--- config.mk ---
export PLATFORM = sky130hd
export DESIGN_NAME = ileave_gate_seq
export DESIGN_NICKNAME = d
export VERILOG_FILES = /design/src/rtl/ileave_gate_pkg.sv /design/src/rtl/ileave_gate_dp.sv /design/src/rtl/ileave_gate_ctl.sv /design/src/rtl/ileave_gate_seq.sv
export SDC_FILE = /design/constraint.sdc
export NUM_CORES = 1
export LEC_CHECK = 0
export CAP_MARGIN = 10
export CORE_ASPECT_RATIO = 1.4
export CORE_UTILIZATION = 66
export CTS_CLUSTER_SIZE = 28
export DETAILED_ROUTE_END_ITERATION = 10
export GPL_TIMING_DRIVEN = 0
export PLACE_DENSITY_LB_ADDON = 0.05
export SYNTH_ARGS = -nofsm -noshare
export SYNTH_HDL_FRONTEND = slang
export SYNTH_SLANG_ARGS = --single-unit
--- constraint.sdc ---
create_clock -name clk -period 13.7 [get_ports clk]
set_input_delay 2.055 -clock clk [delete_from_list [all_inputs] [get_ports clk]]
set_output_delay 2.055 -clock clk [all_outputs]
set_load 0.1 [all_outputs]
--- src/rtl/ileave_gate_pkg.sv ---
package ileave_gate_pkg;

  // strobes from control to datapath
  typedef struct packed {
    logic       run;
    logic [1:0] loadCfg;
    logic [1:0] armed;
  } seqCtrl_t;

  // status from datapath to control
  typedef struct packed {
    logic [1:0] wrapNext;
    logic [1:0] auxReq;
  } seqStat_t;

endpackage

--- src/rtl/ileave_gate_dp.sv ---
module ileave_gate_dp
  import ileave_gate_pkg::*;
#(
  parameter int PERIOD = 4000,
  parameter int DUTY_W = 12,
  parameter int LEAD_W = 8
) (
  input  logic              clk,
  input  logic              rstN,
  input  logic [DUTY_W-1:0] dutyA,
  input  logic [DUTY_W-1:0] dutyB,
  input  logic [LEAD_W-1:0] leadOff,
  input  logic [LEAD_W-1:0] leadOn,
  input  seqCtrl_t          ctrl,
  output seqStat_t          stat,
  output logic              gateA,
  output logic              gateB,
  output logic              gateAux
);

  localparam int CNT_W = $clog2(PERIOD);
  localparam int HALF  = PERIOD / 2;
  localparam int NPH   = 2;

  logic [CNT_W-1:0]  cnt;
  logic [DUTY_W-1:0] dutyArr [NPH];
  logic [NPH-1:0]    mainReqV;
  logic [NPH-1:0]    auxReqV;
  logic [NPH-1:0]    wrapV;

  assign dutyArr[0] = dutyA;
  assign dutyArr[1] = dutyB;

  // shared timebase
  always_ff @(posedge clk or negedge rstN) begin
    if (!rstN)                          cnt <= '0;
    else if (!ctrl.run)                 cnt <= '0;
    else if (cnt == CNT_W'(PERIOD - 1)) cnt <= '0;
    else                                cnt <= cnt + 1'b1;
  end

  for (genvar i = 0; i < NPH; i++) begin : g_phase
    localparam int OFFS = i * HALF;

    logic [31:0]       phSum, phW;
    logic [31:0]       lofW, lonW, loW, hiW, dutyW, onW;
    logic [CNT_W-1:0]  onQ;
    logic [LEAD_W-1:0] lofQ, lonQ;
    logic              auxOn, auxOff;

    // phase-local position in the period
    always_comb begin
      phSum = 32'(cnt) + 32'(OFFS);
      phW   = (phSum >= 32'(PERIOD)) ? phSum - 32'(PERIOD) : phSum;
    end

    // lead floor and on-time clamp
    always_comb begin
      lofW  = (leadOff == '0) ? 32'd1 : 32'(leadOff);
      lonW  = (leadOn  == '0) ? 32'd1 : 32'(leadOn);
      loW   = lofW + 32'd1;
      hiW   = 32'(PERIOD) - lonW - 32'd1;
      dutyW = 32'(dutyArr[i]);
      if (dutyW < loW)      onW = loW;
      else if (dutyW > hiW) onW = hiW;
      else                  onW = dutyW;
    end

    // configuration captured at this phase's boundary
    always_ff @(posedge clk or negedge rstN) begin
      if (!rstN) begin
        onQ  <= '0;
        lofQ <= '0;
        lonQ <= '0;
      end else if (ctrl.loadCfg[i]) begin
        onQ  <= CNT_W'(onW);
        lofQ <= LEAD_W'(lofW);
        lonQ <= LEAD_W'(lonW);
      end
    end

    always_comb begin
      auxOn  = phW >= (32'(PERIOD) - 32'(lonQ));
      auxOff = ctrl.armed[i] && (phW + 32'(lofQ) >= 32'(onQ)) && (phW < 32'(onQ));
    end

    assign mainReqV[i] = ctrl.armed[i] && (phW < 32'(onQ));
    assign auxReqV[i]  = auxOn | auxOff;
    assign wrapV[i]    = (phW == 32'(PERIOD - 1));
  end

  assign stat = '{wrapNext: wrapV, auxReq: auxReqV};

  // registered gate outputs
  always_ff @(posedge clk or negedge rstN) begin
    if (!rstN) begin
      gateA   <= 1'b0;
      gateB   <= 1'b0;
      gateAux <= 1'b0;
    end else begin
      gateA   <= ctrl.run & mainReqV[0];
      gateB   <= ctrl.run & mainReqV[1];
      gateAux <= ctrl.run & (|auxReqV);
    end
  end

endmodule

--- src/rtl/ileave_gate_ctl.sv ---
module ileave_gate_ctl
  import ileave_gate_pkg::*;
(
  input  logic     clk,
  input  logic     rstN,
  input  logic     enable,
  input  seqStat_t stat,
  output seqCtrl_t ctrl,
  output logic     overlapErr
);

  logic [1:0] armed;

  // a phase is armed once its first turn-on lead has run out
  always_ff @(posedge clk or negedge rstN) begin
    if (!rstN)        armed <= '0;
    else if (!enable) armed <= '0;
    else              armed <= armed | stat.wrapNext;
  end

  always_ff @(posedge clk or negedge rstN) begin
    if (!rstN)                          overlapErr <= 1'b0;
    else if (enable && (&stat.auxReq))  overlapErr <= 1'b1;
  end

  always_comb begin
    ctrl.run     = enable;
    ctrl.loadCfg = enable ? stat.wrapNext : 2'b11;
    ctrl.armed   = armed;
  end

endmodule

--- src/rtl/ileave_gate_seq.sv ---
module ileave_gate_seq
  import ileave_gate_pkg::*;
#(
  parameter int PERIOD = 4000,
  parameter int DUTY_W = 12,
  parameter int LEAD_W = 8
) (
  input  logic              clk,
  input  logic              rstN,
  input  logic              enable,
  input  logic [DUTY_W-1:0] dutyA,
  input  logic [DUTY_W-1:0] dutyB,
  input  logic [LEAD_W-1:0] leadOff,
  input  logic [LEAD_W-1:0] leadOn,
  output logic              gateA,
  output logic              gateB,
  output logic              gateAux,
  output logic              overlapErr
);

  seqCtrl_t ctrl;
  seqStat_t stat;

  ileave_gate_ctl u_ctl (
    .clk        (clk),
    .rstN       (rstN),
    .enable     (enable),
    .stat       (stat),
    .ctrl       (ctrl),
    .overlapErr (overlapErr)
  );

  ileave_gate_dp #(
    .PERIOD (PERIOD),
    .DUTY_W (DUTY_W),
    .LEAD_W (LEAD_W)
  ) u_dp (
    .clk     (clk),
    .rstN    (rstN),
    .dutyA   (dutyA),
    .dutyB   (dutyB),
    .leadOff (leadOff),
    .leadOn  (leadOn),
    .ctrl    (ctrl),
    .stat    (stat),
    .gateA   (gateA),
    .gateB   (gateB),
    .gateAux (gateAux)
  );

endmodule

==> metrics.md <==
| Metric | Value |
|---|---|
| RePlAce Congestion | 0.941 |
| Fin Hold WS | 0.465 ns |
| First-pass DRT Iterations | 5 |
| Worst VDD drop | 73.9 uV |
| Max clock buf depth | 2 |
| Chain of cells forming the critical path | inv_1 > ha_1 > nand2_1 > a21oi_1 > nor4_4 > o21ai_2 > nand2_1 > mux2i_1 > ha_1 > a21oi_1 > a21bo_2 > a21oi_1 > o22ai_1 > a221oi_1 > xnor2_1 > ha_1 > a21oi_1 > nor2b_1 > o21ai_0 > o311a_1 > o2111ai_1 > mux2i_1 > o221ai_1 > o21a_1 |
| Hold buffers post-CTS | 0 |
| Maxcap violations | 0 |
| Die width | 92.4 um |
| Number of synthesized flops with an enable pin | 0 |
| Yosys warnings | 0 |
| Layout area overhead | 12.6% |
| Routed length per placed instance | 19.4 um |
| Critical path capture point type | register |
| R2R Setup Slk | 7.21 ns |
| H-tree levels | 3 |
| Most used cell, CP | a21oi_1 |
| Cell-internal power | 477 uW |
| Setup ws final | 7.21 ns |
| Yosys cell types | 74 |
| Cell Pwr Density | 82.8 nW/um^2 |
| Antenna cells | 0 |
| Post-Syn Area | 7560 um^2 |
| Final Hold Viols | 0 |
| Post-synthesis register bit count | 74 |
| Setup bufs post-CTS | 0 |
| Vias | 6766 |
| # DRC | 0 |
| Initial drt markers | 344 |
| Cells after Synth | 858 |
| Port buffer count | 44 |
| Crit path DAT | 6.72 ns |
| TritonCTS clock tree | built |
| Reg2reg end | u_dp.gateAux$_DFF_PN0_ |
| Initial antenna violation count | 0 |
| Final HPWL from detailed placement | 16300 um |
| Final period util | 47.4% |
| Seq pwr share | 36.0% |
| Initial Util | 68.8% |
| Switch share | 32.3% |
| Unrepaired setup endpoints after global routing | false |
| Vias in the first global route | 6973 |
| Worst slew pin tran | 1.12 ns |
| CTS resizes | 0 |
| Total grt overflow | 0 |
| CP max stage cell | dfrtp_1 |
| Outcome | completed |
| Max stage delay on crit path | 0.67 ns |
| Core Footprint | 11000 um^2 |
| Syn Area/Cell | 8.81 um^2 |
| Fin cells | 1060 |
| IO Pins | 47 |
| Layout Skew | 0.00726 ns |
| Final min period | 6.49 ns |
| Total wire length | 20600 um |
| CTS Sinks | 74 |
| Placed instance count | 1044 |
| ANT nets after route | 0 |
| Share of power burned in combinational logic | 28.9% |
| Dpl ws | 7.37 ns |
| Clk pwr share | 35.2% |
| All-Layer GR Usage | 36.8% |
| Max Fanout on Critical Path | 12 |
| Mapped Nets | 1035 |
| Cell row count | 45 |
| Largest net degree at the start of global routing | 53 |
| R2R depth | 24 |
| Sequential share of the synthesized area | 24.5% |
| CP Capture Point | u_dp.gateAux$_DFF_PN0_ |
| Die area | 11900 um^2 |
| Fin nets | 1091 |
| CTS Root Cell | clkbuf_16 |
| Crit path kind | reg -> reg |
| Post-synth ARST share | 100% |
| Num CTS Buffers | 9 |
| Hold WC Path Type | reg -> reg |
| Crit path launch | u_dp.cnt[4]$_DFF_PN0_ |
| Die H | 129 um |
| Final Max Slew Viols | 0 |
| Share of layout cells above drive strength 1 | 7.62% |
| CTS clk-pin slew, worst paths | 0.06 ns |
| Sw Pwr | 228 uW |
| Worst Path Required | 13.93 ns |
| First-pass GRT wire length | 34000 um |
| CP startpoint kind | register |
| DR vias/cell | 6.38 |
| Leak Pwr | 4.00 nW |
| Top_reg_cell synth | dfrtp_1 |
| Final core utilization | 77.5% |
| Max frequency | 0.154 GHz |
| Normalized max-slew margin | 25.4% |
| Final setup fails | 0 |
| Setup TNS | 0 ns |
| RR Startpoint | u_dp.cnt[4]$_DFF_PN0_ |
| Clk Latency, worst-skew pair | 0.35 ns |
[synth_stat cells, drive strengths merged (10+ instances only)]
library cell / count / area, um^2
a21o: 17 / 128
a21oi: 46 / 234
clkbuf: 16 / 60.1
dfrtp: 74 / 1850
ha: 132 / 1650
inv: 67 / 251
mux2: 27 / 304
mux2i: 30 / 300
nand2: 72 / 273
nand2b: 14 / 87.6
nand3: 19 / 95.1
nand4: 10 / 62.6
nor2: 64 / 240
nor2b: 10 / 62.6
nor3: 19 / 100
o21a: 20 / 150
o21ai: 47 / 254
xnor2: 41 / 367
xor2: 13 / 114
[layout by cell type (no fill, tap or decap), types with 8 or more instances in the layout]
cell,instances
ha_1,132
dfrtp_1,74
nand2_1,71
inv_1,66
nor2_1,64
a21oi_1,45
o21ai_0,44
clkdlybuf4s50_1,43
xnor2_1,40
mux2i_1,30
mux2_2,26
o21a_1,20
nand3_1,19
nor3_1,18
a21o_1,17
clkbuf_1,16
nand2b_1,14
xor2_1,13
nand4_1,10
nor2b_1,10
clkbuf_16,9
a211oi_1,8
[metrics by stage]
stage                     instance area (um^2)  total power, mW
after floorplan                           7560            0.388
after global placement                    8180            0.443
after detailed placement                  8200            0.455
after CTS                                 8510            0.705
after global routing                      8510            0.744
final                                     8510            0.705
[cell families after synthesis]
kind of cell	Yosys count	share of synthesized area [%]
AO/OA/AOI/OAI	201	18.0
XOR/XNOR	54	6.36
adder cells (fa/ha/maj)	134	22.4
buffers and inverters	90	4.72
flip-flops	74	24.5
multiplexers	57	8.00
AND/OR/NAND/NOR	248	16.1
[sequential cells by signal, indices dropped and copies added, names as in the netlist]
name,cells
u_dp.cnt,12
u_ctl.armed,2
u_ctl.overlapErr,1
u_dp.g_phase.onQ,24
u_dp.gateAux,1
u_dp.g_phase.lofQ,16
u_dp.gateA,1
u_dp.g_phase.lonQ,16
u_dp.gateB,1
[metal layers]
layer / track usage [%] / routed length (um) / up-vias
met1: 42.5 / 8380 / 3285
li1: - / - / 3210
met5: 0 / 0 / -
met3: 4.20 / 893 / 53
met4: 17.1 / 805 / 0
met2: 67.2 / 10500 / 218
[worst min-delay path by stage]
stage | from | end | slack, ns | depth (start not counted)
3_5_place_dp | u_ctl.overlapErr$_DFFE_PN0P_ | u_ctl.overlapErr$_DFFE_PN0P_ | 0.45 | 1
3_3_place_gp | u_ctl.overlapErr$_DFFE_PN0P_ | u_ctl.overlapErr$_DFFE_PN0P_ | 0.44 | 1
2_1_floorplan | u_dp.g_phase[0].lofQ[2]$_DFFE_PN0P_ | u_dp.g_phase[0].lofQ[2]$_DFFE_PN0P_ | 0.45 | 2
6_report | u_ctl.overlapErr$_DFFE_PN0P_ | u_ctl.overlapErr$_DFFE_PN0P_ | 0.47 | 1
4_1_cts | u_ctl.overlapErr$_DFFE_PN0P_ | u_ctl.overlapErr$_DFFE_PN0P_ | 0.46 | 1
5_1_grt | u_ctl.overlapErr$_DFFE_PN0P_ | u_ctl.overlapErr$_DFFE_PN0P_ | 0.48 | 1
[worst max-delay path: cells and delay by family (launching register included)]
| family | cells | cell delay [ns] |
|---|---|---|
| fa+ha+maj | 3 | 1.01 |
| compound gates | 13 | 2.65 |
| mux | 2 | 0.64 |
| buf+inv | 1 | 0.29 |
| simple gates | 4 | 0.95 |
| xor+xnor | 1 | 0.16 |
| flops | 1 | 0.67 |
[power by group through the flow]
stage / Sequential, mW / Combinational, mW / Clock, mW
after CTS: 0.253 / 0.202 / 0.250
final: 0.254 / 0.203 / 0.248
after global routing: 0.256 / 0.230 / 0.258
after floorplan: 0.250 / 0.137 / 0
after detailed placement: 0.257 / 0.199 / 0
after global placement: 0.256 / 0.187 / 0
[final cells by class]
type | instances | area [um^2]
multi-input combinational | 694 | 5350
fill | 791 | 2470
sequential | 74 | 1850
timing repair buffer | 45 | 465
inverter | 67 | 251
clock buffer | 10 | 239
tap | 141 | 176
buffer | 23 | 105
clock inverter | 6 | 72.6
Note: power is estimated with default switching activity, not from simulation.
